==> src/rtl/pipe6_pkg.sv <==
package pipe6_pkg;
  parameter int unsigned NSTG   = 6;
  parameter int unsigned TAG_W  = 8;
  parameter int unsigned ADDR_W = 16;

  // Stage positions; execute and write are counted from the end of the pipe
  localparam int unsigned ST_FI = 0;
  localparam int unsigned ST_EI = NSTG - 2;
  localparam int unsigned ST_WO = NSTG - 1;

  typedef logic [TAG_W-1:0]  tag_t;
  typedef logic [ADDR_W-1:0] addr_t;

  typedef struct packed {
    logic  vld;
    tag_t  tag;
    logic  br;
    logic  tk;
    addr_t tgt;
  } slot_t;
endpackage

==> src/rtl/pipe6_rst_sync.sv <==
module pipe6_rst_sync #(
  parameter int unsigned DEPTH = 2
) (
  input  logic clk,
  input  logic rst_n,
  output logic rst_sync_n
);
  logic [DEPTH-1:0] sync_q;

  always_ff @(posedge clk or negedge rst_n) begin
    if (!rst_n) sync_q <= '0;
    else        sync_q <= {sync_q[DEPTH-2:0], 1'b1};
  end

  assign rst_sync_n = sync_q[DEPTH-1];
endmodule

==> src/rtl/pipe6_slot_reg.sv <==
module pipe6_slot_reg
  import pipe6_pkg::*;
(
  input  logic  clk,
  input  logic  rst_n,
  input  logic  adv_i,
  input  logic  kill_i,
  input  slot_t d_i,
  output slot_t q_o
);
  slot_t q_r;
  slot_t q_nxt;

  always_comb begin
    q_nxt = d_i;
    if (kill_i) q_nxt.vld = 1'b0;
  end

  always_ff @(posedge clk or negedge rst_n) begin
    if (!rst_n)     q_r <= '0;
    else if (adv_i) q_r <= q_nxt;
  end

  assign q_o = q_r;
endmodule

==> src/rtl/pipe6_redirect.sv <==
module pipe6_redirect
  import pipe6_pkg::*;
(
  input  slot_t ex_i,
  output logic  redir_o,
  output addr_t addr_o
);
  always_comb begin
    redir_o = ex_i.vld & ex_i.br & ex_i.tk;
    addr_o  = ex_i.tgt;
  end
endmodule

==> src/rtl/pipe6_fetch_ctr.sv <==
module pipe6_fetch_ctr
  import pipe6_pkg::*;
(
  input  logic  clk,
  input  logic  rst_n,
  input  logic  accept_i,
  input  logic  redir_i,
  input  addr_t tgt_i,
  output addr_t addr_o
);
  addr_t addr_r;
  addr_t addr_nxt;
  logic  addr_en;

  always_comb begin
    addr_en  = accept_i | redir_i;
    addr_nxt = redir_i ? tgt_i : addr_r + addr_t'(1);
  end

  always_ff @(posedge clk or negedge rst_n) begin
    if (!rst_n)       addr_r <= '0;
    else if (addr_en) addr_r <= addr_nxt;
  end

  assign addr_o = addr_r;
endmodule

==> src/rtl/pipe6_seq.sv <==
module pipe6_seq
  import pipe6_pkg::*;
(
  input  logic                  clk,
  input  logic                  rst_n,
  input  logic                  in_valid,
  input  logic [TAG_W-1:0]      in_tag,
  input  logic                  in_branch,
  input  logic                  in_taken,
  input  logic [ADDR_W-1:0]     in_target,
  input  logic                  stall,
  output logic [ADDR_W-1:0]     fetch_addr,
  output logic                  redir_valid,
  output logic [ADDR_W-1:0]     redir_addr,
  output logic [NSTG-1:0]       stg_valid,
  output logic [NSTG*TAG_W-1:0] stg_tag
);
  logic  rst_core_n;
  logic  flush;
  logic  adv;
  logic  accept;
  addr_t flush_tgt;
  slot_t fin;
  slot_t slot [NSTG];

  pipe6_rst_sync #(.DEPTH(2)) u_rst (
    .clk        (clk),
    .rst_n      (rst_n),
    .rst_sync_n (rst_core_n)
  );

  always_comb begin
    fin.vld = in_valid;
    fin.tag = in_tag;
    fin.br  = in_branch;
    fin.tk  = in_taken;
    fin.tgt = in_target;
  end

  pipe6_redirect u_redir (
    .ex_i    (slot[ST_EI]),
    .redir_o (flush),
    .addr_o  (flush_tgt)
  );

  // a redirect forces a step even under stall
  assign adv    = ~stall | flush;
  assign accept = in_valid & ~stall & ~flush;

  for (genvar gi = 0; gi < NSTG; gi++) begin : g_stage
    slot_t d_s;
    logic  kill_s;
    if (gi == ST_FI) begin : g_head
      assign d_s = fin;
    end else begin : g_body
      assign d_s = slot[gi-1];
    end
    // stages up to execute receive work younger than the branch
    if (gi <= ST_EI) begin : g_young
      assign kill_s = flush;
    end else begin : g_old
      assign kill_s = 1'b0;
    end
    pipe6_slot_reg u_slot (
      .clk    (clk),
      .rst_n  (rst_core_n),
      .adv_i  (adv),
      .kill_i (kill_s),
      .d_i    (d_s),
      .q_o    (slot[gi])
    );
    assign stg_valid[gi]               = slot[gi].vld;
    assign stg_tag[gi*TAG_W +: TAG_W]  = slot[gi].tag;
  end

  pipe6_fetch_ctr u_fetch (
    .clk      (clk),
    .rst_n    (rst_core_n),
    .accept_i (accept),
    .redir_i  (flush),
    .tgt_i    (flush_tgt),
    .addr_o   (fetch_addr)
  );

  assign redir_valid = flush;
  assign redir_addr  = flush_tgt;
endmodule

==> config.mk <==
export PLATFORM = sky130hd
export DESIGN_NAME = pipe6_seq
export DESIGN_NICKNAME = d
export VERILOG_FILES = /design/src/rtl/pipe6_pkg.sv /design/src/rtl/pipe6_rst_sync.sv /design/src/rtl/pipe6_slot_reg.sv /design/src/rtl/pipe6_redirect.sv /design/src/rtl/pipe6_fetch_ctr.sv /design/src/rtl/pipe6_seq.sv
export SDC_FILE = /design/constraint.sdc
export NUM_CORES = 1
export LEC_CHECK = 0
export BUFFER_PORTS_ARGS = -buffer_cell sky130_fd_sc_hd__buf_2
export CAP_MARGIN = 15
export CORE_ASPECT_RATIO = 1.1
export CORE_MARGIN = 2
export CORE_UTILIZATION = 44
export CTS_CLUSTER_DIAMETER = 40
export DETAILED_ROUTE_END_ITERATION = 16
export GPL_TIMING_DRIVEN = 0
export HOLD_SLACK_MARGIN = 0.08
export PLACE_DENSITY = 0.62
export SLEW_MARGIN = 20
export SYNTH_ARGS = -nofsm -noshare
export SYNTH_HDL_FRONTEND = slang
export SYNTH_SLANG_ARGS = --single-unit
==> constraint.sdc <==
create_clock -name clk -period 9.8 [get_ports clk]
set_clock_uncertainty 0.05 [all_clocks]
set_input_delay 0 -clock clk [delete_from_list [all_inputs] [get_ports clk]]
set_output_delay 0 -clock clk [all_outputs]
set_load 0.005 [all_outputs]
# --- Word level (Yosys, flattened, before mapping) ---
# Cells that the tools add are included.
word_totals:
  reg_bits: 162
classes:
  n_addsub: 1
  mux: 6
  n_bitwise: 8
op_table:
  columns: ["op", "n"]
  rows:
  - ["adder 16 x 1 -> 16 bit, second input constant", 1]
  - ["2-to-1 mux 16 bit", 1]
  - ["2-to-1 mux 1 bit", 5]
  - ["bitwise AND 1 bit", 4]
  - ["inverter 1 bit", 2]
  - ["OR 1 bit", 2]

# --- Longest topological paths before layout ---
# Gate-level depths: netlist of run 1.
logic_depth:
  depth_word: 5
  depth_mapped: 7

# --- Modules after synthesis ---
# A second synthesis of run 1 with hierarchy kept.
hier_totals:
  hier_cells: 476
  area_unflattened_um2: 7767.4
by_module_without_submodules:
  columns: ["mod", "instances", "cells_each", "area_each_um2", "seq_area_each_um2"]
  rows:
  - ["pipe6_slot_reg", 6, 59, 1103.6, 675.6]
  - ["pipe6_fetch_ctr", 1, 99, 943.4, 400.4]
  - ["pipe6_redirect", 1, 17, 126.4, 0.0]
  - ["pipe6_rst_sync", 1, 3, 53.8, 50.0]
  - ["pipe6_seq", 1, 3, 22.5, 0.0]

# --- Least setup slack after synthesis of run 1 ---
# Ideal clock, no wire load.
synth_timing:
  path_kind: "register to register"
  startpoint: "reg u_fetch.addr_r[2] (netlist: u_fetch.addr_o[2])"
  endpoint: "reg u_fetch.addr_r[15] (netlist: u_fetch.addr_o[15])"
  setup_time_ns: 0.082
  t_arrival_ns: 1.449
  required_time_ns: 9.668
  setup_slack_ns: 8.219
  path_stages_with_launch: 5
  n_path_buf: 0
  cell_sequence: "dfrtp_1 > and4b_1 > nand3_2 > or4b_1 > a31oi_1"
synth_via:
  elab_chain_len: 2
synth_rtl:
  columns: ["element", "line_no", "rtl"]
  rows:
  - ["from (decl)", "pipe6_fetch_ctr.sv:11", "addr_t addr_r;"]
  - ["from (signal assigned)", "pipe6_fetch_ctr.sv:22", "else if (addr_en) addr_r <= addr_nxt;"]
  - ["adder 16 x 1 -> 16 bit", "pipe6_fetch_ctr.sv:17", "addr_nxt = redir_i ? tgt_i : addr_r + addr_t'(1);"]
  - ["2-to-1 mux 16 bit", "pipe6_fetch_ctr.sv:17", null]
# Every way passes these cells.
# A chain may end at the register's enable or synchronous reset.

# --- Worst setup path in the final report of run 1 ---
layout_timing:
  startpoint: "reg g_stage[4].u_slot.q_r (netlist bit g_stage[4].u_slot.q_o[26])"
  endpoint: "reg g_stage[5].u_slot.q_r (netlist bit g_stage[5].u_slot.q_o[20])"
layout_via:
  elab_chain_len: 3
layout_rtl:
  columns: ["element", "line_no", "rtl"]
  rows:
  - ["from (decl)", "pipe6_slot_reg.sv:11", "slot_t q_r;"]
  - ["from (signal assigned)", "pipe6_slot_reg.sv:21", "else if (adv_i) q_r <= q_nxt;"]
  - ["bitwise AND 1 bit (2 in series)", "pipe6_redirect.sv:9", "redir_o = ex_i.vld & ex_i.br & ex_i.tk;"]
  - ["OR 1 bit", "pipe6_seq.sv:47", "assign adv = ~stall | flush;"]
  - ["to (signal assigned)", "pipe6_slot_reg.sv:21", null]
  - ["to (decl)", "pipe6_slot_reg.sv:11", null]
# Every way passes these cells.

==> flow_metrics.env, run 1 <==
export IMPL_status="complete, no violations"
export IMPL_max_freq_mhz=439
export IMPL_cp_start_kind="flip-flop"
export IMPL_portBuffers=116
export IMPL_synth_seq_cells=162
export IMPL_h_tree_depth=4
export IMPL_cpMaxStageDelayCell="clkbuf_1"
export IMPL_n_antenna_cell=0
export IMPL_fp_dieH_um=135
export IMPL_muxShareOfSynthArea_pct=1.17
export IMPL_gp_congestion=0.774
export IMPL_p_per_area_nw_per_um2=253
export IMPL_grt_pass1_vias=4957
export IMPL_wl_met3_um=502
export IMPL_grt_overflow=0
export IMPL_grt_pass1_wl_um=24200
export IMPL_final_hold_violation_count=0
export IMPL_cp_max_fo=10
export IMPL_clockPowerShare_pct=29.2
export IMPL_drc_errors=0
export IMPL_ys_seq_area_share_pct=59.4
export IMPL_cts_buffers=17
export IMPL_cp_end_kind="flip-flop"
export IMPL_holdWs_ns=0.183
export IMPL_drv_cap=0
export IMPL_initial_core_util_pct=45.2
export IMPL_crit_top_cell="nand2_1"
export IMPL_syn_inst=777
export IMPL_switching_power_mw=0.662
export IMPL_clkTransAtPathRegs_ns=0.06
export IMPL_timing_final_crit_share_pct=23.3
export IMPL_synthXorXnorAreaFrac_pct=1.28
export IMPL_die_w_um=123
export IMPL_vias_per_cell=4.47
export IMPL_setup_violations=0
export IMPL_via_count=5155
export IMPL_min_path_type="reg -> async"
export IMPL_nFillCells=1401
export IMPL_synth_top_family_by_area="simple AND/OR/NAND/NOR gates"
export IMPL_reg2reg_from="g_stage[4].u_slot.q_o[26]"
export IMPL_seqPwrFrac_pct=46.8
export IMPL_r2r_cells=6
export IMPL_rsz0062_at_grt="false"
export IMPL_wl_per_cell_um=12.5
export IMPL_synth_compound_area_share_pct=1.32
export IMPL_dp_hpwl_um=10200
export IMPL_synth_adder_area_share_pct=0.183
export IMPL_routed_wl_um=14400
export IMPL_finalSetupTns_ns=0
export IMPL_period_minus_slack_ns=2.28
export IMPL_tightest_slew_ns=0.661
export IMPL_crit_chain="nand3_1 -> nand2_1 -> clkbuf_1 -> clkbuf_1 -> nand2_1 -> nand2_1"
export IMPL_most_common_layout_cells="nand2_1, dfrtp_1, buf_2, buf_4, dlygate4sd3_1"
export IMPL_critPathMaxStageDelay_ns=0.53
export IMPL_syn_cell_area_um2=6830
export IMPL_crit_type="reg -> reg"
export IMPL_detail_route_antenna_nets=0
export IMPL_required_ns=10.12
export IMPL_wl_met2_um=7040
export IMPL_cts_tree="yes"
export IMPL_cts_sinks=162
export IMPL_dr_max_layer_used="met4"
export IMPL_clk_latency_ns=0.42
export IMPL_maxSlewHeadroom_pct=55.9
export IMPL_rrSetupSlack_ns=7.52
export IMPL_core_area_um2=15100
export IMPL_p_int_mw=1.51
export IMPL_syn_avg_cell_area_um2=8.79
export IMPL_dr_pass1_iters=4
export IMPL_yosysUniqueCellTypes=32
export IMPL_cts_max_path_buffers=2
export IMPL_finalMaxSlewViolations=0
export IMPL_final_common_cell="nand2_1"
export IMPL_grt_max_degree=57
export IMPL_grt_usage_pct=18.7
export IMPL_crit_family="buffers and inverters"
export IMPL_fin_util_pct=56.9
export IMPL_die_area_um2=16500
export IMPL_yosysWarnings=0
export IMPL_synth_fp_nets=808
export IMPL_critical_path_arrival_ns=2.60
export IMPL_boundaryPins=117
export IMPL_p_sw_share_pct=30.5
export IMPL_critPathBufInv=2
export IMPL_drtIter0Drc=252
export IMPL_areaGrowthSynthToFinish_pct=25.9
export IMPL_leakage_nw=4.77
export IMPL_antenna_found_initial=0
export IMPL_yosys_area_share_simple_pct=27.7
export IMPL_drive_gt1_share_pct=23.0
export IMPL_wl_met1_um=6640
export IMPL_max_vdd_ir_drop_v=0.000124
export IMPL_cts_root_buffer="clkbuf_16"
export IMPL_p_comb_share_pct=24.0
export IMPL_rows=47
export IMPL_r2r_end="g_stage[5].u_slot.q_o[20]"
export IMPL_final_net_count=976
==> layout make-up <==
class,instances,area [um^2],share of cell area (%)
flip-flops and latches,162,4060,47.2
multi-input cells,515,2160,25.1
repair buffers,149,956,11.1
plain buffers,96,598,6.95
clock buffers,23,488,5.67
well taps,196,245,2.85
clock inverters,9,78.8,0.916
inverters,4,15.0,0.175
==> cells by family after synthesis <==
group	after synthesis
XOR/XNOR	10
other	1
flip-flops	162
AO/OA/AOI/OAI	17
buffers and inverters	100
adder cells (fa/ha/maj)	1
AND/OR/NAND/NOR	478
multiplexers	8
==> power by group through the flow <==
stage | combinational [mW] | sequential (mW) | clock, mW
after global placement | 0.494 | 1.04 | 0
after CTS | 0.533 | 1.02 | 0.648
after detailed placement | 0.523 | 1.03 | 0
final | 0.522 | 1.02 | 0.635
after global routing | 0.601 | 1.05 | 0.677
after floorplan | 0.332 | 0.996 | 0
==> metal layers <==
metal,track usage (%),up-vias
met5,0,-
met1,24.8,2381
met2,30.5,89
li1,-,2669
met3,3.72,16
met4,6.70,0
==> synthesized netlist by cell type, drive strengths merged <==
cell type / n / area [um^2]
dfrtp: 162 / 4050
and4b: 3 / 30.0
nor2b: 1 / 6.26
nand3b: 1 / 7.51
ha: 1 / 12.5
and3: 1 / 6.26
a21oi: 3 / 15.0
nand4b: 1 / 8.76
nand2: 435 / 1630
nand3: 6 / 35.0
xnor2: 1 / 8.76
a31oi: 1 / 6.26
conb: 1 / 3.75
mux2i: 8 / 80.1
or4b: 1 / 10.0
clkbuf: 26 / 97.6
nand4: 6 / 37.5
o41ai: 1 / 8.76
nor3: 1 / 5.00
and4: 2 / 17.5
nor2: 13 / 48.8
and2: 4 / 25.0
o21ai: 12 / 60.1
nor4: 3 / 18.8
xor2: 9 / 78.8
inv: 4 / 15.0
buf: 70 / 500
==> state kept, by name, summed over array words and instances (netlist names) <==
register	flops
g_stage.u_slot.q_o	144
u_fetch.addr_o	16
u_rst.sync_q	2
==> timing repair <==
item,4_1_cts,5_1_grt
gates resized for setup,0,0
buffers inserted,0,0
endpoints found under the hold margin,34,0
hold buffers,30,0
==> metrics by stage <==
step / setup slack, ns / instances / power, mW / area [um^2]
5_1_grt: 7.26 / 1154 / 2.33 / 8600
3_3_place_gp: 2.98 / 1089 / 1.53 / 7660
3_5_place_dp: 7.50 / 1092 / 1.55 / 7730
2_1_floorplan: 4.90 / 777 / 1.33 / 6830
6_report: 7.52 / 1154 / 2.18 / 8600
4_1_cts: 7.48 / 1154 / 2.20 / 8600
==> how the worst max path moves through the flow <==
stage                              start                        end  slack [ns]  depth (start not counted)
6_report       g_stage[4].u_slot.q_o[26]  g_stage[5].u_slot.q_o[20]        7.52                          6
5_1_grt        g_stage[4].u_slot.q_o[26]  g_stage[0].u_slot.q_o[13]        7.26                          6
4_1_cts        g_stage[4].u_slot.q_o[26]  g_stage[5].u_slot.q_o[20]        7.48                          6
3_5_place_dp   g_stage[4].u_slot.q_o[26]  g_stage[5].u_slot.q_o[20]        7.50                          6
3_3_place_gp             u_rst.sync_q[1]          u_fetch.addr_o[7]        2.98                          0
2_1_floorplan            u_rst.sync_q[1]   g_stage[0].u_slot.q_o[0]        4.90                          0
(Power assumes the default switching activity.)
==> run 2: changes to the inputs <==
ABC_AREA = 1   (was unset)
clock period = 2.13 ns   (was 9.8 ns; I/O delays follow)
==> run 2 against run 1 <==
Synthesized area is 2.2% higher; critical path depth is 3 lower; highest routed layer unchanged; sequential power grew to 3.9 times the previous value; global-route usage up 0.22 points; worst setup slack got worse by 7.0 ns; register-to-register slack worse by 6.9 ns; largest power group unchanged; largest cell class unchanged; via count increased by 2.5%; sequential cell count unchanged; non-clock buffer count is 3 lower; wire length is 2.8% higher.
==> flow_metrics.env, run 2 <==
export IMPL_status="complete, no violations"
export IMPL_drive_gt1_share_pct=25.6
export IMPL_wl_per_cell_um=12.6
export IMPL_synth_most_common_cell="nand2_1"
export IMPL_crit_chain="nand3_4 -> clkinv_1 -> buf_2"
export IMPL_clk_latency_ns=0.42
export IMPL_grt_pass1_vias=5049
export IMPL_cts_max_path_buffers=2
export IMPL_cpMaxStageDelayCell="dfrtp_1"
export IMPL_crit_family="buffers and inverters"
export IMPL_cts_setup_buffers=0
export IMPL_max_freq_mhz=610
export IMPL_h_tree_depth=4
export IMPL_cts_tree="yes"
export IMPL_cts_buffers=17
export IMPL_syn_cell_area_um2=6980
export IMPL_period_minus_slack_ns=1.64
export IMPL_dr_pass1_iters=4
export IMPL_fin_util_pct=56.4
export IMPL_seq_area_um2=4060
export IMPL_dp_hpwl_um=10800
export IMPL_final_net_count=996
export IMPL_synth_top_cell_area_share_pct=58.1
export IMPL_areaGrowthSynthToFinish_pct=26.2
export IMPL_max_vdd_ir_drop_v=0.000578
export IMPL_portBuffers=116
export IMPL_pre_cts_slack_ns=0.587
export IMPL_cp_max_fo=10
export IMPL_via_count=5284
export IMPL_timing_final_ws_setup_ns=0.492
export IMPL_cp_start_kind="flip-flop"
export IMPL_synth_edff_count=0
export IMPL_ys_seq_area_share_pct=58.1
export IMPL_finalPower_mw=8.70
export IMPL_drv_cap=0
export IMPL_vias_per_cell=4.49
export IMPL_p_sw_share_pct=26.9
export IMPL_tightest_slew_ns=0.528
export IMPL_holdWs_ns=0.258
export IMPL_finalMaxSlewViolations=0
export IMPL_critical_path_arrival_ns=1.59
export IMPL_clkTransAtPathRegs_ns=0.06
export IMPL_syn_inst=797
export IMPL_grt_pass1_wl_um=24600
export IMPL_critPathBufInv=2
export IMPL_yosysWarnings=0
export IMPL_critPathMaxStageDelay_ns=0.44
export IMPL_fp_dieH_um=136
export IMPL_ys_top_cells_by_count="nand2_1, dfrtp_1, buf_4"
export IMPL_core_area_um2=15600
export IMPL_largest_register_ffs=144
export IMPL_cts_root_buffer="clkbuf_16"
export IMPL_clockPowerShare_pct=36.2
export IMPL_cts_sinks=162
export IMPL_grt_overflow=0
export IMPL_detail_route_antenna_nets=0
export IMPL_min_path_type="reg -> async"
export IMPL_synth_fp_nets=828
export IMPL_rsz0062_at_grt="false"
export IMPL_gp_congestion=0.831
export IMPL_final_hold_violation_count=0
export IMPL_ys_top_cells_by_area="dfrtp_1, nand2_1, buf_4"
export IMPL_p_int_mw=6.35
export IMPL_nFillCells=1495
export IMPL_synth_seq_cells=162
export IMPL_syn_avg_cell_area_um2=8.76
export IMPL_switching_power_mw=2.34
export IMPL_maxSlewHeadroom_pct=64.8
export IMPL_routed_wl_um=14800
export IMPL_setup_violations=0
export IMPL_grt_usage_pct=18.9
export IMPL_design_area_um2=8800
export IMPL_most_common_layout_cells="nand2_1, dfrtp_1, buf_2, buf_4, o21ai_0"
export IMPL_multi_input_area_um2=2070
export IMPL_synth_main_ff_cell="dfrtp_1"
export IMPL_placed_cell_area_um2=7890
export IMPL_drtIter0Drc=268
export IMPL_rows=48
export IMPL_grt_max_degree=50
export IMPL_seqPwrFrac_pct=46.2
export IMPL_yosysUniqueCellTypes=28
export IMPL_leakage_nw=4.85
export IMPL_antenna_found_initial=0
export IMPL_drc_errors=0
export IMPL_die_area_um2=16900
export IMPL_p_per_area_nw_per_um2=988
export IMPL_final_common_cell="nand2_1"
export IMPL_required_ns=2.08
export IMPL_crit_type="reg -> out"
export IMPL_cts_resized=0
export IMPL_die_w_um=124
export IMPL_initial_core_util_pct=44.7
export IMPL_timing_final_crit_share_pct=76.9
export IMPL_yosysTopAreaCell="dfrtp_1"
export IMPL_n_antenna_cell=0
export IMPL_synthArstFlopShare_pct=100
export IMPL_p_comb_share_pct=17.6
export IMPL_boundaryPins=117
export IMPL_cp_end_kind="output pin"
==> run 2: final timing paths <==
| check | end | cells past startpoint | from | slack (ns) |
|---|---|---|---|---|
| worst max-delay path | redir_valid | 3 | g_stage[4].u_slot.q_o[26] | 0.49 |
| worst min-delay path | g_stage[0].u_slot.q_o[4] | 0 | u_rst.sync_q[1] | 0.26 |
| worst max register to register | u_fetch.addr_o[6] | 6 | u_fetch.addr_o[0] | 0.58 |
| worst min register to register | g_stage[0].u_slot.q_o[4] | 0 | u_rst.sync_q[1] | 0.26 |
| max in group asynchronous | g_stage[3].u_slot.q_o[3] | 2 | u_rst.sync_q[1] | 0.89 |
| min in group clk | g_stage[0].u_slot.q_o[10] | 4 | in_target[10] | 0.26 |
==> run 2: cells by family (layout without fill, tap and decap cells) <==
group / Yosys count / after routing / synth area share [%]
DFF: 162 / 162 / 58.1
AOI/OAI and AO/OA: 72 / 72 / 5.74
buffers and inverters: 143 / 324 / 12.3
other: 1 / 1 / 0.0537
xor gates and xnor gates: 4 / 4 / 0.502
adders and majority gates: 1 / 1 / 0.179
and+or+nand+nor: 414 / 414 / 23.1
==> run 2: repair_timing <==
action                     CTS  global route
hold endpoints to repair    38             0
setup endpoints to repair    0             0
hold buffers                30             0
==> run 2: metal layers <==
layer  routed length, um  part of all wire, %  global-route usage (%)
met5                   0                    0                       0
met4                 191                  1.3                    6.74
met1                7040                   48                    25.9
met3                 553                  3.7                    3.73
met2                7020                   47                    29.9
==> run 2: final cells by class <==
type / count / area share, %
flip-flops and latches: 162 / 46.1
multi-input cells: 492 / 23.5
repair buffers: 149 / 10.9
plain buffers: 93 / 7.63
clock buffers: 23 / 5.54
well taps: 200 / 2.84
inverters: 50 / 2.13
clock inverters: 9 / 1.45
==> run 2: stage by stage <==
| step | setup TNS, ns | cells |
|---|---|---|
| after global placement | -32.35 | 1113 |
| after global routing | 0 | 1178 |
| final | 0 | 1178 |
| after detailed placement | 0 | 1116 |
| after CTS | 0 | 1178 |
| after floorplan | 0 | 797 |
==> run 2: power by group through the flow <==
stage / sequential (mW) / combinational (mW) / clock [mW]
6_report: 4.02 / 1.53 / 3.15
5_1_grt: 4.10 / 1.78 / 3.32
4_1_cts: 4.02 / 1.56 / 3.20
3_5_place_dp: 4.07 / 1.51 / 0
3_3_place_gp: 4.11 / 1.42 / 0
2_1_floorplan: 3.99 / 0.948 / 0
==> run 3: changes to the inputs <==
clock period = 1.7 ns   (was 2.13 ns; I/O delays follow)
==> run 3 against run 2 <==
Via count decreased by 0.47%; critical endpoint is now u_fetch.addr_o[13]; wire length increased by 0.25%; global-route usage stayed put; count of clock-buffer cells in the layout unchanged.
==> flow_metrics.env, run 3 (synthesis results as in run 2) <==
export IMPL_detail_route_antenna_nets=0
export IMPL_final_common_cell="nand2_1"
export IMPL_multi_input_area_um2=2070
export IMPL_crit_family="simple AND/OR/NAND/NOR gates"
export IMPL_critPathMaxStageDelay_ns=0.47
export IMPL_crit_type="reg -> reg"
export IMPL_core_area_um2=15600
export IMPL_grt_overflow=0
export IMPL_grt_pass1_vias=5049
export IMPL_clkTransAtPathRegs_ns=0.06
export IMPL_grt_max_degree=50
export IMPL_clk_latency_ns=0.42
export IMPL_drc_errors=0
export IMPL_wl_per_cell_um=12.6
export IMPL_drtIter0Drc=268
export IMPL_gp_congestion=0.831
export IMPL_portBuffers=116
export IMPL_setup_violations=0
export IMPL_final_hold_violation_count=0
export IMPL_required_ns=1.96
export IMPL_leakage_nw=4.85
export IMPL_via_count=5259
export IMPL_crit_chain="nand2_1 -> nor2_2 -> nand2_2 -> nor2_2 -> nand2_1 -> nand2_1 -> nand2_1 -> nand2_1 -> nand2_1"
export IMPL_finalMaxSlewViolations=0
export IMPL_cp_end_kind="flip-flop"
export IMPL_cp_max_fo=6
export IMPL_seq_area_um2=4060
export IMPL_most_common_layout_cells="nand2_1, dfrtp_1, buf_2, buf_4, o21ai_0"
export IMPL_p_sw_share_pct=27.0
export IMPL_switching_power_mw=2.94
export IMPL_grt_pass1_wl_um=24600
export IMPL_clockPowerShare_pct=36.2
export IMPL_seqPwrFrac_pct=46.1
export IMPL_boundaryPins=117
export IMPL_max_freq_mhz=652
export IMPL_stdcell_count=1178
export IMPL_die_w_um=124
export IMPL_grt_usage_pct=18.9
export IMPL_rsz0062_at_grt="false"
export IMPL_initial_core_util_pct=44.7
export IMPL_vias_per_cell=4.46
export IMPL_p_comb_share_pct=17.7
export IMPL_routed_wl_um=14800
export IMPL_critPathBufInv=0
export IMPL_nFillCells=1495
export IMPL_final_net_count=996
export IMPL_cp_start_kind="flip-flop"
export IMPL_h_tree_depth=4
export IMPL_fin_util_pct=56.4
export IMPL_crit_top_cell="nand2_1"
export IMPL_cts_root_buffer="clkbuf_16"
export IMPL_cts_sinks=162
export IMPL_status="complete, no violations"
export IMPL_cts_tree="yes"
export IMPL_drv_cap=0
export IMPL_period_minus_slack_ns=1.53
export IMPL_drive_gt1_share_pct=25.9
export IMPL_cts_buffers=17
export IMPL_cpMaxStageDelayCell="dfrtp_1"
export IMPL_design_area_um2=8810
export IMPL_placed_cell_area_um2=7890
export IMPL_min_path_type="reg -> async"
export IMPL_cts_max_path_buffers=2
export IMPL_dr_pass1_iters=4
export IMPL_largest_register_ffs=144
export IMPL_n_antenna_cell=0
export IMPL_antenna_found_initial=0
export IMPL_maxSlewHeadroom_pct=64.8
export IMPL_tightest_slew_ns=0.528
export IMPL_p_per_area_nw_per_um2=1240
export IMPL_critical_path_arrival_ns=1.79
export IMPL_rows=48
export IMPL_dp_hpwl_um=10800
export IMPL_timing_final_crit_share_pct=90.2
export IMPL_max_vdd_ir_drop_v=0.000723
export IMPL_placedCellCount=1116
export IMPL_fp_dieH_um=136
export IMPL_die_area_um2=16900
export IMPL_p_int_mw=7.96
export IMPL_areaGrowthSynthToFinish_pct=26.3
[run 3: final cells by class]
class | count | area share (%)
Buffer | 93 | 7.67
Clock buffer | 23 | 5.54
Clock inverter | 9 | 1.45
Inverter | 50 | 2.14
Multi-Input combinational cell | 492 | 23.5
Sequential cell | 162 | 46.0
Tap cell | 200 | 2.84
Timing Repair Buffer | 149 | 10.8
[run 3: per-layer routing]
metal / up-vias / share of wire (%) / track usage, % / wire (um)
met5: - / 0 / 0 / 0
met4: 0 / 1.3 / 6.74 / 190
met3: 16 / 3.7 / 3.73 / 548
met2: 108 / 47 / 29.9 / 7040
met1: 2392 / 48 / 25.9 / 7070
li1: 2743 / - / - / -
[run 3: worst paths after layout]
kind / start / end / slack [ns] / depth (start not counted)
max reg2reg: u_fetch.addr_o[0] / u_fetch.addr_o[13] / 0.17 / 9
max: u_fetch.addr_o[0] / u_fetch.addr_o[13] / 0.17 / 9
max in group asynchronous: u_rst.sync_q[1] / g_stage[3].u_slot.q_o[3] / 0.46 / 2
min: u_rst.sync_q[1] / g_stage[0].u_slot.q_o[7] / 0.26 / 0
min reg2reg: u_rst.sync_q[1] / g_stage[0].u_slot.q_o[7] / 0.26 / 0
min in group clk: in_tag[5] / g_stage[0].u_slot.q_o[23] / 0.26 / 4
[run 3: stage by stage]
stage	worst slack (ns)	hold WS [ns]	setup TNS, ns	total power, mW
2_1_floorplan	-0.0322	-0.346	-5.15	6.19
3_3_place_gp	-0.638	-0.263	-101.15	6.93
3_5_place_dp	0.157	-0.261	0	7.00
4_1_cts	0.0948	0.248	0	11.0
5_1_grt	0.00110	0.273	0	11.5
6_report	0.167	0.259	0	10.9
[run 3: timing repair]
action / 4_1_cts / 5_1_grt
resized for setup: 1 / 4
hold buffers: 30 / 0
setup buffers: 0 / 0
setup endpoints to repair: 1 / 6
endpoints found under the hold margin: 38 / 0
gates cloned: 0 / 0
[run 3: power by group through the flow]
stage / Sequential [mW] / Combinational (mW) / Clock [mW]
after global routing: 5.13 / 2.23 / 4.16
after CTS: 5.04 / 1.96 / 4.01
final: 5.03 / 1.93 / 3.95
after floorplan: 5.00 / 1.19 / 0
after detailed placement: 5.10 / 1.90 / 0
after global placement: 5.15 / 1.78 / 0
